$ cat src/rtl/slp_pkg.sv
package slp_pkg;
  localparam int ADDR_W  = 3;
  localparam int NUM_CMP = 2;
  localparam int NUM_EV  = NUM_CMP + 1;
  localparam int EV_WRAP = NUM_CMP;
  localparam int CFG_EXP_LSB = 4;

  localparam logic [ADDR_W-1:0] A_CFG   = 3'd0;
  localparam logic [ADDR_W-1:0] A_COUNT = 3'd1;
  localparam logic [ADDR_W-1:0] A_CMP0  = 3'd2;
  localparam logic [ADDR_W-1:0] A_FLAGS = A_CMP0 + ADDR_W'(NUM_CMP);
  localparam logic [ADDR_W-1:0] A_WEN   = A_FLAGS + 3'd1;
endpackage

$ cat src/rtl/slp_prescaler.sv
module slp_prescaler #(
  parameter int EXP_W = 4
) (
  input  logic             clk,
  input  logic             rst_n,
  input  logic             tick_i,
  input  logic             hold_i,
  input  logic             restart_i,
  input  logic [EXP_W-1:0] exp_i,
  output logic             stb_o
);
  localparam int PW = (1 << EXP_W) - 1;

  logic [PW-1:0] pcnt_q, pcnt_d, mask;
  logic          adv;

  always_comb begin
    for (int b = 0; b < PW; b++) mask[b] = (b < int'(exp_i));
  end

  assign adv   = tick_i && !hold_i && !restart_i;
  assign stb_o = adv && ((pcnt_q & mask) == mask);

  always_comb begin
    pcnt_d = pcnt_q;
    if (restart_i)  pcnt_d = '0;
    else if (adv)   pcnt_d = stb_o ? '0 : pcnt_q + 1'b1;
  end

  always_ff @(posedge clk or negedge rst_n) begin
    if (!rst_n) pcnt_q <= '0;
    else        pcnt_q <= pcnt_d;
  end

  a_r6_hold_freeze: assert property (@(posedge clk) disable iff (!rst_n)
    (hold_i && !restart_i) |=> $stable(pcnt_q));
  a_r4_within_period: assert property (@(posedge clk) disable iff (!rst_n)
    (pcnt_q & ~mask) == '0);
endmodule

$ cat src/rtl/slp_core.sv
module slp_core #(
  parameter int CNT_W   = 32,
  parameter int NUM_CMP = 2
) (
  input  logic             clk,
  input  logic             rst_n,
  input  logic             stb_i,
  input  logic             load_i,
  input  logic [CNT_W-1:0] load_val_i,
  input  logic [CNT_W-1:0] cmp_i [NUM_CMP],
  output logic [CNT_W-1:0] cnt_o,
  output logic [NUM_CMP:0] ev_o
);
  logic [CNT_W-1:0] cnt_q, cnt_d, cnt_inc;
  logic             step;

  assign cnt_inc = cnt_q + 1'b1;
  assign step    = stb_i && !load_i;

  generate
    for (genvar g = 0; g < NUM_CMP; g++) begin : g_cmp
      assign ev_o[g] = step && (cnt_inc == cmp_i[g]);
      a_r7_match_value: assert property (@(posedge clk) disable iff (!rst_n)
        ev_o[g] |=> cnt_q == $past(cmp_i[g]));
    end
  endgenerate
  assign ev_o[NUM_CMP] = step && (&cnt_q);

  always_comb begin
    cnt_d = cnt_q;
    if (load_i)     cnt_d = load_val_i;
    else if (stb_i) cnt_d = cnt_inc;
  end

  always_ff @(posedge clk or negedge rst_n) begin
    if (!rst_n) cnt_q <= '0;
    else        cnt_q <= cnt_d;
  end

  assign cnt_o = cnt_q;

  a_r2_step_one: assert property (@(posedge clk) disable iff (!rst_n)
    step |=> cnt_q == $past(cnt_q) + 1'b1);
  a_r2_idle_hold: assert property (@(posedge clk) disable iff (!rst_n)
    (!stb_i && !load_i) |=> $stable(cnt_q));
  a_r8_wrap_zero: assert property (@(posedge clk) disable iff (!rst_n)
    ev_o[NUM_CMP] |=> cnt_q == '0);
endmodule

$ cat src/rtl/slp_flags.sv
module slp_flags #(
  parameter int N_EV = 3
) (
  input  logic            clk,
  input  logic            rst_n,
  input  logic [N_EV-1:0] set_i,
  input  logic [N_EV-1:0] clr_i,
  input  logic [N_EV-1:0] en_i,
  output logic [N_EV-1:0] flags_o,
  output logic            wake_o
);
  logic [N_EV-1:0] flags_q, flags_d;

  assign flags_d = (flags_q & ~clr_i) | set_i;

  always_ff @(posedge clk or negedge rst_n) begin
    if (!rst_n) flags_q <= '0;
    else        flags_q <= flags_d;
  end

  assign flags_o = flags_q;
  assign wake_o  = |(flags_q & en_i);

  generate
    for (genvar i = 0; i < N_EV; i++) begin : g_chk
      a_r9_sticky: assert property (@(posedge clk) disable iff (!rst_n)
        (flags_q[i] && !clr_i[i]) |=> flags_q[i]);
      a_r9_set_wins: assert property (@(posedge clk) disable iff (!rst_n)
        set_i[i] |=> flags_q[i]);
    end
  endgenerate
endmodule

$ cat src/rtl/slp_timer.sv
module slp_timer
  import slp_pkg::*;
#(
  parameter int CNT_W = 32,
  parameter int EXP_W = 4
) (
  input  logic              clk,
  input  logic              rst_n,
  input  logic              tick_ref_i,
  input  logic              tick_xtal_i,
  input  logic              dbg_halt_i,
  input  logic              wr_en_i,
  input  logic [ADDR_W-1:0] addr_i,
  input  logic [CNT_W-1:0]  wdata_i,
  output logic [CNT_W-1:0]  rdata_o,
  output logic [NUM_EV-1:0] irq_flags_o,
  output logic              wake_o
);
  logic rs1_q, rs2_q, rst_s;

  always_ff @(posedge clk or negedge rst_n) begin
    if (!rst_n) begin
      rs1_q <= 1'b0;
      rs2_q <= 1'b0;
    end else begin
      rs1_q <= 1'b1;
      rs2_q <= rs1_q;
    end
  end
  assign rst_s = rs2_q;

  logic               sel_q, sel_d;
  logic [EXP_W-1:0]   exp_q, exp_d;
  logic [CNT_W-1:0]   cmp_q [NUM_CMP];
  logic [CNT_W-1:0]   cmp_d [NUM_CMP];
  logic [NUM_EV-1:0]  wen_q, wen_d;
  logic               wr_cfg, wr_cnt, wr_flg, wr_wen, restart, tick_sel, stb;
  logic [NUM_EV-1:0]  ev, clr, flags;
  logic [CNT_W-1:0]   cnt;

  assign wr_cfg  = wr_en_i && (addr_i == A_CFG);
  assign wr_cnt  = wr_en_i && (addr_i == A_COUNT);
  assign wr_flg  = wr_en_i && (addr_i == A_FLAGS);
  assign wr_wen  = wr_en_i && (addr_i == A_WEN);
  assign restart = wr_cfg &&
    ({wdata_i[CFG_EXP_LSB +: EXP_W], wdata_i[0]} != {exp_q, sel_q});
  assign clr      = wr_flg ? wdata_i[NUM_EV-1:0] : '0;
  assign tick_sel = sel_q ? tick_xtal_i : tick_ref_i;

  always_comb begin
    sel_d = sel_q;
    exp_d = exp_q;
    wen_d = wen_q;
    if (wr_cfg) begin
      sel_d = wdata_i[0];
      exp_d = wdata_i[CFG_EXP_LSB +: EXP_W];
    end
    if (wr_wen) wen_d = wdata_i[NUM_EV-1:0];
    for (int i = 0; i < NUM_CMP; i++) begin
      cmp_d[i] = cmp_q[i];
      if (wr_en_i && (addr_i == A_CMP0 + ADDR_W'(i))) cmp_d[i] = wdata_i;
    end
  end

  always_ff @(posedge clk or negedge rst_s) begin
    if (!rst_s) begin
      sel_q <= 1'b0;
      exp_q <= '0;
      wen_q <= '0;
      for (int i = 0; i < NUM_CMP; i++) cmp_q[i] <= '0;
    end else begin
      sel_q <= sel_d;
      exp_q <= exp_d;
      wen_q <= wen_d;
      for (int i = 0; i < NUM_CMP; i++) cmp_q[i] <= cmp_d[i];
    end
  end

  slp_prescaler #(.EXP_W(EXP_W)) u_pre (
    .clk(clk), .rst_n(rst_s), .tick_i(tick_sel), .hold_i(dbg_halt_i),
    .restart_i(restart), .exp_i(exp_q), .stb_o(stb)
  );

  slp_core #(.CNT_W(CNT_W), .NUM_CMP(NUM_CMP)) u_core (
    .clk(clk), .rst_n(rst_s), .stb_i(stb), .load_i(wr_cnt),
    .load_val_i(wdata_i), .cmp_i(cmp_q), .cnt_o(cnt), .ev_o(ev)
  );

  slp_flags #(.N_EV(NUM_EV)) u_flags (
    .clk(clk), .rst_n(rst_s), .set_i(ev), .clr_i(clr), .en_i(wen_q),
    .flags_o(flags), .wake_o(wake_o)
  );

  always_comb begin
    rdata_o = '0;
    if (addr_i == A_CFG) begin
      rdata_o[0] = sel_q;
      rdata_o[CFG_EXP_LSB +: EXP_W] = exp_q;
    end else if (addr_i == A_COUNT) rdata_o = cnt;
    else if (addr_i == A_FLAGS)     rdata_o[NUM_EV-1:0] = flags;
    else if (addr_i == A_WEN)       rdata_o[NUM_EV-1:0] = wen_q;
    for (int i = 0; i < NUM_CMP; i++)
      if (addr_i == A_CMP0 + ADDR_W'(i)) rdata_o = cmp_q[i];
  end

  assign irq_flags_o = flags;

  a_r11_load_value: assert property (@(posedge clk) disable iff (!rst_s)
    wr_cnt |=> cnt == $past(wdata_i));
  a_r11_load_quiet: assert property (@(posedge clk) disable iff (!rst_s)
    wr_cnt |-> ev == '0);
  a_r6_halt_count: assert property (@(posedge clk) disable iff (!rst_s)
    (dbg_halt_i && !wr_cnt) |=> $stable(cnt));
endmodule

$ cat config.mk
export PLATFORM = sky130hd
export DESIGN_NAME = slp_timer
export DESIGN_NICKNAME = d
export VERILOG_FILES = /design/src/rtl/slp_pkg.sv /design/src/rtl/slp_prescaler.sv /design/src/rtl/slp_core.sv /design/src/rtl/slp_flags.sv /design/src/rtl/slp_timer.sv
export SDC_FILE = /design/constraint.sdc
export NUM_CORES = 1
export LEC_CHECK = 0
export ABC_CLOCK_PERIOD_IN_PS = 3600
export BUFFER_PORTS_ARGS = -buffer_cell sky130_fd_sc_hd__buf_2
export CORE_UTILIZATION = 30
export DETAILED_ROUTE_END_ITERATION = 7
export REMOVE_ABC_BUFFERS = 1
export SETUP_SLACK_MARGIN = 0.15
export SLEW_MARGIN = 20
export SYNTH_ARGS = -nofsm -noshare
export SYNTH_HDL_FRONTEND = slang
export SYNTH_SLANG_ARGS = --single-unit
$ cat constraint.sdc
create_clock -name clk -period 3.6 [get_ports clk]
set_input_delay 0.36 -clock clk [delete_from_list [all_inputs] [get_ports clk]]
set_output_delay 0.36 -clock clk [all_outputs]
set_load 0.02 [all_outputs]
==> impl_metrics.toml, run 1 <==
[timing]
fin_crit_sh = 0.923
setup_ws_ns = 0.276
clock_skew_ns = 0.00990
hold_viol_final = 0
rsz0062_at_grt = "no"
setup_violations = 0
fmax_mhz = 301
maxSlewHeadroom = 0.257
worst_pin_slew_ns = 1.11
slew_viol_final = 0
period_needed_ns = 3.32

[place]
post-place-ws_ns = 0.125
gp_congestion = 0.944
portBuffers = 76
place_inst = 1324
dpl.hpwl_mm = 18.6

[layout]
final_cell_mix = "122 x dfrtp_1, 94 x mux2_2, 87 x nand2_1"
antennaDiodeCount = 0
nets = 1016
layout.cells.non_filler = 1358
drive_gt1_frac = 0.282
area_growth_pct = 18.0
final_common_cell = "dfrtp_1"
fillers = 2841

[route]
num_vias = 7096
first_pass_iters = 5
via_per_inst = 5.23
dr.first_iter.drc_count = 545
ant_nets = 0
postRouteWirelength_mm = 25.2
route.detailed.drc = 0
routedWlPerCell_um = 18.6

[power]
power.internal_mw = 3.53
power.density_nw_per_um2 = 549
power_switching_mw = 1.91
max-vdd-ir-drop_mv = 0.204
sw_frac_of_total = 0.352
pwr-share-comb = 0.311
clkPwrFrac = 0.312
p_leak_nw = 3.89
pwr-share-seq = 0.376

[die]
start_util = 0.309
die_w_um = 169
dieArea_um2 = 28700
core-area_um2 = 27200
die_h_um = 169
io_pins = 77
placementRows = 60

[synthesis]
synth_edf_count = 0
synth-seq-cells = 124
ys_seq_area_frac = 0.370
synth_ff_type = "dfrtp_1"
synthCells = 902
async_flop_share = 1.00
synth_cell_types = 74
ys_warn_count = 0
avgSynthCellArea_um2 = 9.31
synthesis.area_um2 = 8400

[status]
status = "finished, final reports clean"

[critical_path]
path_class = "flip-flop to flip-flop"
cp-end-kind = "flip-flop"
worst_setup_path_start_kind = "flip-flop"
critPathSlowestCell = "or4_1"
cp_max_fo = 3
critPathLaunch = "u_core.cnt_o[1]"
cp_data_arrival_time_ns = 3.65
critical_path.cell_chain = "nand4_4, or4_1, or4_1, xnor2_2, o21ai_1, or4_1, or4_1, o41ai_2"
r2r_start = "u_core.cnt_o[1]"
cpPeakStageDelay_ns = 0.60
cpMostUsedCell = "or4_1"
required_ns = 3.92

[global_route]
antenna_found_initial = 0
grt_pass1_wl_mm = 41.0
grt_usage = 0.183
grt_max_degree = 55
overflow = 0
grt_pass1_vias = 7210

[clock_network]
cts_htree_levels = 4
path_clk_slew_ns = 0.06
root_buffer = "clkbuf_16"
clk_latency_ns = 0.43
cts_buffer_depth = 2
clock-sinks = 124
cts_tree = "built"
cts_buffers = 17

[job]
maxCapViolations = 0

[hold_path]
worstHoldPathType = "input port to flip-flop"
hp-start = "wdata_i[28]"
Yosys cell counts (all sizes together) (2+ instances only):
library cell  count  area (µm²)
o211ai            3        22.5
dfrtp           124        3100
mux2i             7        70.1
mux2             94        1060
a32o              2        20.0
a311oi            2        17.5
o22ai             7        43.8
ha                2        25.0
inv              14        52.6
nor4              8        56.3
or4               7        53.8
a21oi            11        55.1
or3               4        26.3
o21ai            73         365
xor2             44         385
a222oi            2        20.0
o2111ai           3        26.3
o21a              2        15.0
and4              5        45.0
a31oi             3        18.8
nand3            28         145
o41ai             8        77.6
mux4              5         113
and2              3        21.3
buf              14        85.1
a221oi            2        17.5
nor2             74         278
clkbuf           56         254
nand2            87         327
and3              8        52.6
nand2b           12        75.1
xnor2            78         691
nor3b             3        22.5
nand4            20         146
nor2b            15        93.8
o31ai             6        45.0
nor3             17        85.1
a22oi            30         225
worst max-delay path, delay by kind of cell (launching register included):
family,cells,cell delay (ns)
AOI/OAI and AO/OA,2,0.29
xor gates and xnor gates,1,0.17
DFF,1,0.40
and+or+nand+nor,5,2.38
final cells by class:
type	instances	area, µm²	area share
multi-input combinational	694	4950	0.500
sequential	124	3110	0.314
timing repair buffer	122	753	0.0760
tap	372	465	0.0470
clock buffer	20	457	0.0461
clock inverter	12	121	0.0122
inverter	14	52.6	0.00530
through the flow:
stage | area (µm²) | power, mW | hold slack (ns) | utilization | TNS (ns)
final | 9910 | 5.44 | 0.170 | 0.365 | 0
after global routing | 9910 | 5.75 | 0.181 | 0.365 | 0
after CTS | 9870 | 5.45 | 0.152 | 0.363 | 0
after detailed placement | 9280 | 3.72 | 0.148 | 0.341 | 0
after global placement | 9280 | 3.69 | 0.145 | 0.341 | 0
after floorplan | 8060 | 3.11 | 0.0644 | - | -13.50
cell families after synthesis:
kind of cell / count (synthesis) / share of synthesized area
muxes: 106 / 0.148
xor gates and xnor gates: 122 / 0.128
DFF: 124 / 0.370
other: 1 / 0.000447
adders and majority gates: 2 / 0.00298
AOI/OAI and AO/OA: 167 / 0.129
and+or+nand+nor: 296 / 0.175
buffers and inverters: 84 / 0.0466
sequential cells by signal (all words and copies together), names as in the netlist:
name and flops:
sel_q 1, u_pre.pcnt_q 15, wen_q 3, u_flags.flags_o 3, rs2_q 1, rs1_q 1
cmp_q 64, u_core.cnt_o 32, exp_q 4
worst paths after layout:
path / end / slack (ns) / depth (start not counted)
max: u_flags.flags_o[1] / 0.28 / 8
min: u_core.cnt_o[28] / 0.17 / 3
max reg2reg: u_flags.flags_o[1] / 0.28 / 8
min reg2reg: rs2_q / 0.36 / 0
max in group asynchronous: cmp_q[49] / 2.43 / 1
min in group asynchronous: rs2_q / 0.25 / 2
routing by layer:
layer | track usage | part of all wire | routed length [µm]
met1 | 0.262 | 0.49 | 12300
met2 | 0.277 | 0.44 | 11200
met3 | 0.0299 | 0.046 | 1160
met4 | 0.0670 | 0.022 | 563
met5 | 0 | 0 | 0
timing repair:
item / CTS / global route
hold buffers: 1 / 0
hold endpoints to repair: 2 / 0
buffers inserted: 0 / 1
resized for setup: 1 / 7
endpoints found under the setup margin: 1 / 1
power by group through the flow:
stage | registers, mW | clock network [mW] | logic [mW]
6_report | 2.05 | 1.70 | 1.69
3_5_place_dp | 2.07 | 0 | 1.66
5_1_grt | 2.09 | 1.80 | 1.85
2_1_floorplan | 2.03 | 0 | 1.08
3_3_place_gp | 2.05 | 0 | 1.64
4_1_cts | 2.04 | 1.73 | 1.67
(Power assumes the default switching activity.)
==> inputs of run 2 (changes only) <==
RECOVER_POWER = 25   (was not set)
==> impl_metrics.toml, run 2 (same netlist as run 1, synthesis figures left out) <==
[status]
status = "finished, violations left"
violations = "max-capacitance violations, max-slew violations"

[critical_path]
cp_data_arrival_time_ns = 3.65
critical_path.cell_chain = "nand4_4, or4_1, or4_1, xnor2_2, o21ai_1, or4_1, or4_1, o41ai_2"
cp-end-kind = "flip-flop"
required_ns = 3.93
critPathSlowestCell = "or4_1"
cpPeakStageDelay_ns = 0.60
cp_max_fo = 3
path_class = "flip-flop to flip-flop"
worst_setup_path_start_kind = "flip-flop"
cpMostUsedCell = "or4_1"

[route]
dr.first_iter.drc_count = 506
postRouteWirelength_mm = 25.1
num_vias = 7073
route.detailed.drc = 0
via_per_inst = 5.21
ant_nets = 0
first_pass_iters = 7
routedWlPerCell_um = 18.5

[global_route]
grt_max_degree = 55
grt_usage = 0.183
grt_pass1_wl_mm = 41.0
overflow = 0
antenna_found_initial = 0
grt_pass1_vias = 7210

[die]
placementRows = 60
start_util = 0.309
dieArea_um2 = 28700
die_h_um = 169
die_w_um = 169
io_pins = 77
core-area_um2 = 27200

[timing]
setup_violations = 0
maxSlewHeadroom = -0.531
rsz0062_at_grt = "no"
worst_pin_slew_ns = 2.30
fmax_mhz = 301
tns_ns = 0
fin_crit_sh = 0.922
hold_viol_final = 0
slew_viol_final = 54
clock_skew_ns = 0.00929
period_needed_ns = 3.32

[clock_network]
cts_htree_levels = 4
cts_buffers = 17
cts_tree = "built"
root_buffer = "clkbuf_16"
cts_buffer_depth = 2
path_clk_slew_ns = 0.06
clk_latency_ns = 0.43
clock-sinks = 124

[layout]
antennaDiodeCount = 0
area_growth_pct = 17.9
largest_register_ffs = 64
final_common_cell = "dfrtp_1"
top_register = "cmp_q"
final_cell_area_um2 = 9900
drive_gt1_frac = 0.278
nets = 1016
final_cell_mix = "123 x dfrtp_1, 94 x mux2_2, 87 x nand2_1"
fillers = 2842

[job]
maxCapViolations = 1

[place]
dpl.hpwl_mm = 18.6
portBuffers = 76
gp_congestion = 0.944
placed_cell_area_um2 = 9280

[power]
max-vdd-ir-drop_mv = 0.205
p_leak_nw = 3.88
power.density_nw_per_um2 = 549

[hold_path]
worstHoldPathType = "input port to flip-flop"
## run 2: area by class of cell
class | instances | area (µm²) | share of cell area
multi-input cells | 694 | 4950 | 0.500
flip-flops and latches | 124 | 3100 | 0.314
repair buffers | 122 | 747 | 0.0755
well taps | 372 | 465 | 0.0470
clock buffers | 20 | 457 | 0.0461
clock inverters | 12 | 121 | 0.0123
inverters | 14 | 52.6 | 0.00531
## run 2: what timing repair did
item                       in CTS  in global routing
setup endpoints to repair       1                  1
buffers inserted                0                  1
hold buffers                    1                  0
pin swaps                       0                  0
resized for setup               1                  7
hold endpoints to repair        2                  0
## run 2: through the flow
step	utilization	std cells	hold WS (ns)	worst slack, ns	power [mW]
2_1_floorplan	-	832	0.0644	-0.110	3.11
3_3_place_gp	0.341	1324	0.145	0.222	3.69
3_5_place_dp	0.341	1324	0.148	0.125	3.72
4_1_cts	0.363	1357	0.152	0.177	5.45
5_1_grt	0.364	1358	0.181	0.160	5.75
6_report	0.364	1358	0.169	0.279	5.44
## run 2: report_power, final
group	total (mW)	switching (mW)	internal, mW	leakage (nW)
Clock	1.70	0.654	1.05	0.281
Sequential	2.05	0.378	1.67	1.54
Combinational	1.69	0.878	0.812	2.06
Total	5.44	1.91	3.53	3.88
## run 2: worst paths after layout
| check | to | startpoint | slack (ns) | depth (start not counted) |
|---|---|---|---|---|
| max in group asynchronous | cmp_q[16] | rs2_q | 1.31 | 0 |
| worst min register to register | rs2_q | rs1_q | 0.36 | 0 |
| worst max register to register | u_flags.flags_o[1] | u_core.cnt_o[1] | 0.28 | 8 |
| worst max-delay path | u_flags.flags_o[1] | u_core.cnt_o[1] | 0.28 | 8 |
| worst min-delay path | u_core.cnt_o[3] | wdata_i[3] | 0.17 | 3 |
| min in group asynchronous | rs2_q | rst_n | 0.25 | 2 |
## run 2: metal layers
metal | share of wire | global-route usage | vias to the layer above
met5 | 0 | 0 | -
li1 | - | - | 3359
met3 | 0.047 | 0.0299 | 32
met1 | 0.49 | 0.262 | 3497
met4 | 0.019 | 0.0670 | 0
met2 | 0.45 | 0.277 | 185
## run 2: critical path: cells and delay by family, from the launching register on
family / cells / cell delay, ns
simple gates: 5 / 2.37
flops: 1 / 0.40
compound gates: 2 / 0.29
xor+xnor: 1 / 0.17
==> inputs of run 3 (changes only) <==
MAX_ROUTING_LAYER = met4   (was not set)
==> impl_metrics.toml, run 3 (same netlist as run 1, synthesis figures left out) <==
[critical_path]
required_ns = 3.92
cp-end-kind = "flip-flop"
critical_path.endpoint = "u_flags.flags_o[1]"
critPathLaunch = "u_core.cnt_o[1]"
r2r_cells = 9
cp_max_fo = 7
cpMostUsedCell = "or4_1"
r2r_start = "u_core.cnt_o[1]"
critPathSlowestCell = "or4_4"
worst_setup_path_start_kind = "flip-flop"
path_class = "flip-flop to flip-flop"
cp_data_arrival_time_ns = 3.67
r2r_slack_ns = 0.25
cpPeakStageDelay_ns = 0.57
r2r_end = "u_flags.flags_o[1]"
critical_path.cell_chain = "nand4_4, or4_4, buf_4, or3_2, xnor2_1, o22ai_1, or4_1, or4_1, o41ai_2"

[layout]
final_cell_mix = "122 x dfrtp_1, 94 x mux2_2, 87 x nand2_1"
largest_register_ffs = 64
antennaDiodeCount = 0
utilization = 0.366
nets = 1017
area_growth_pct = 18.4
final_common_cell = "dfrtp_1"
drive_gt1_frac = 0.279
top_register = "cmp_q"

[clock_network]
clock-sinks = 124
clk_latency_ns = 0.42
cts_buffer_depth = 2
root_buffer = "clkbuf_16"
cts_htree_levels = 4
cts_tree = "built"
path_clk_slew_ns = 0.06
cts_buffers = 17

[die]
die_h_um = 169
io_pins = 77
die_w_um = 169
placementRows = 60
dieArea_um2 = 28700
core-area_um2 = 27200
start_util = 0.309

[global_route]
grt_usage = 0.186
grt_pass1_vias = 6986
grt_pass1_wl_mm = 40.1
overflow = 0
grt_max_degree = 123
antenna_found_initial = 0

[timing]
clock_skew_ns = 0.00739
setup_violations = 0
hold_viol_final = 0
tns_ns = 0
fin_crit_sh = 0.931
slew_viol_final = 123
maxSlewHeadroom = -0.180
rsz0062_at_grt = "yes"
fmax_mhz = 298
worst_pin_slew_ns = 1.77
setup_ws_ns = 0.248
period_needed_ns = 3.35
hold_slack_ns = 0.177

[power]
power.density_nw_per_um2 = 560
power_mw = 5.56
p_leak_nw = 3.91
max-vdd-ir-drop_mv = 0.228

[job]
maxCapViolations = 1

[route]
routedWlPerCell_um = 18.4
route.detailed.drc = 0
via_per_inst = 5.20
dr.first_iter.drc_count = 505
ant_nets = 0
postRouteWirelength_mm = 25.0
num_vias = 7066
first_pass_iters = 6

[place]
dpl.hpwl_mm = 18.1
post-place-ws_ns = 0.142
gp_congestion = 0.977
portBuffers = 76

[status]
violations = "max-capacitance violations, max-slew violations"
status = "finished, violations left"

[hold_path]
worstHoldPathType = "input port to flip-flop"
run 3: stage by stage:
| stage | instance area [µm²] | cells |
|---|---|---|
| final | 9940 | 1359 |
| after floorplan | 8060 | 832 |
| after global routing | 9940 | 1359 |
| after global placement | 9280 | 1324 |
| after detailed placement | 9280 | 1324 |
| after CTS | 9910 | 1357 |
run 3: per-layer routing:
| layer | vias to the layer above | share of wire | global-route usage |
|---|---|---|---|
| li1 | 3354 | - | - |
| met1 | 3525 | 0.49 | 0.256 |
| met2 | 160 | 0.45 | 0.278 |
| met3 | 27 | 0.041 | 0.0319 |
| met4 | 0 | 0.017 | 0.0580 |
| met5 | - | 0 | - |
run 3: timing repair:
action                                  4_1_cts  5_1_grt
endpoints found under the setup margin        1        2
setup buffers                                 0        2
resized for setup                             1        5
hold buffers                                  1        0
hold endpoints to repair                      2        0
run 3: cell type report:
| type | instances | area (µm²) |
|---|---|---|
| sequential | 124 | 3110 |
| clock inverter | 6 | 105 |
| timing repair buffer | 123 | 747 |
| inverter | 14 | 52.6 |
| tap | 372 | 465 |
| fill | 2827 | 17200 |
| clock buffer | 26 | 519 |
| multi-input combinational | 694 | 4940 |
run 3: power breakdown:
part           switching, mW  leakage [nW]  internal, mW
combinational          0.882          2.06         0.814
clock                  0.638         0.310          1.20
sequential             0.364          1.53          1.67
total                   1.88          3.91          3.68
run 3: worst min path at each step:
stage | end | start | slack [ns] | depth (start not counted)
2_1_floorplan | rs1_q | rst_n | 0.06 | 0
5_1_grt | u_core.cnt_o[29] | wdata_i[29] | 0.18 | 3
3_5_place_dp | rs1_q | rst_n | 0.15 | 1
3_3_place_gp | rs1_q | rst_n | 0.15 | 1
6_report | u_core.cnt_o[18] | wdata_i[18] | 0.18 | 3
4_1_cts | u_core.cnt_o[18] | wdata_i[18] | 0.15 | 3
run 3: worst max-delay path: cells and delay by family (launching register included):
family	cells	cell delay (ns)
buffers and inverters	1	0.18
AOI/OAI and AO/OA	2	0.31
xor gates and xnor gates	1	0.20
and+or+nand+nor	5	2.15
DFF	1	0.42
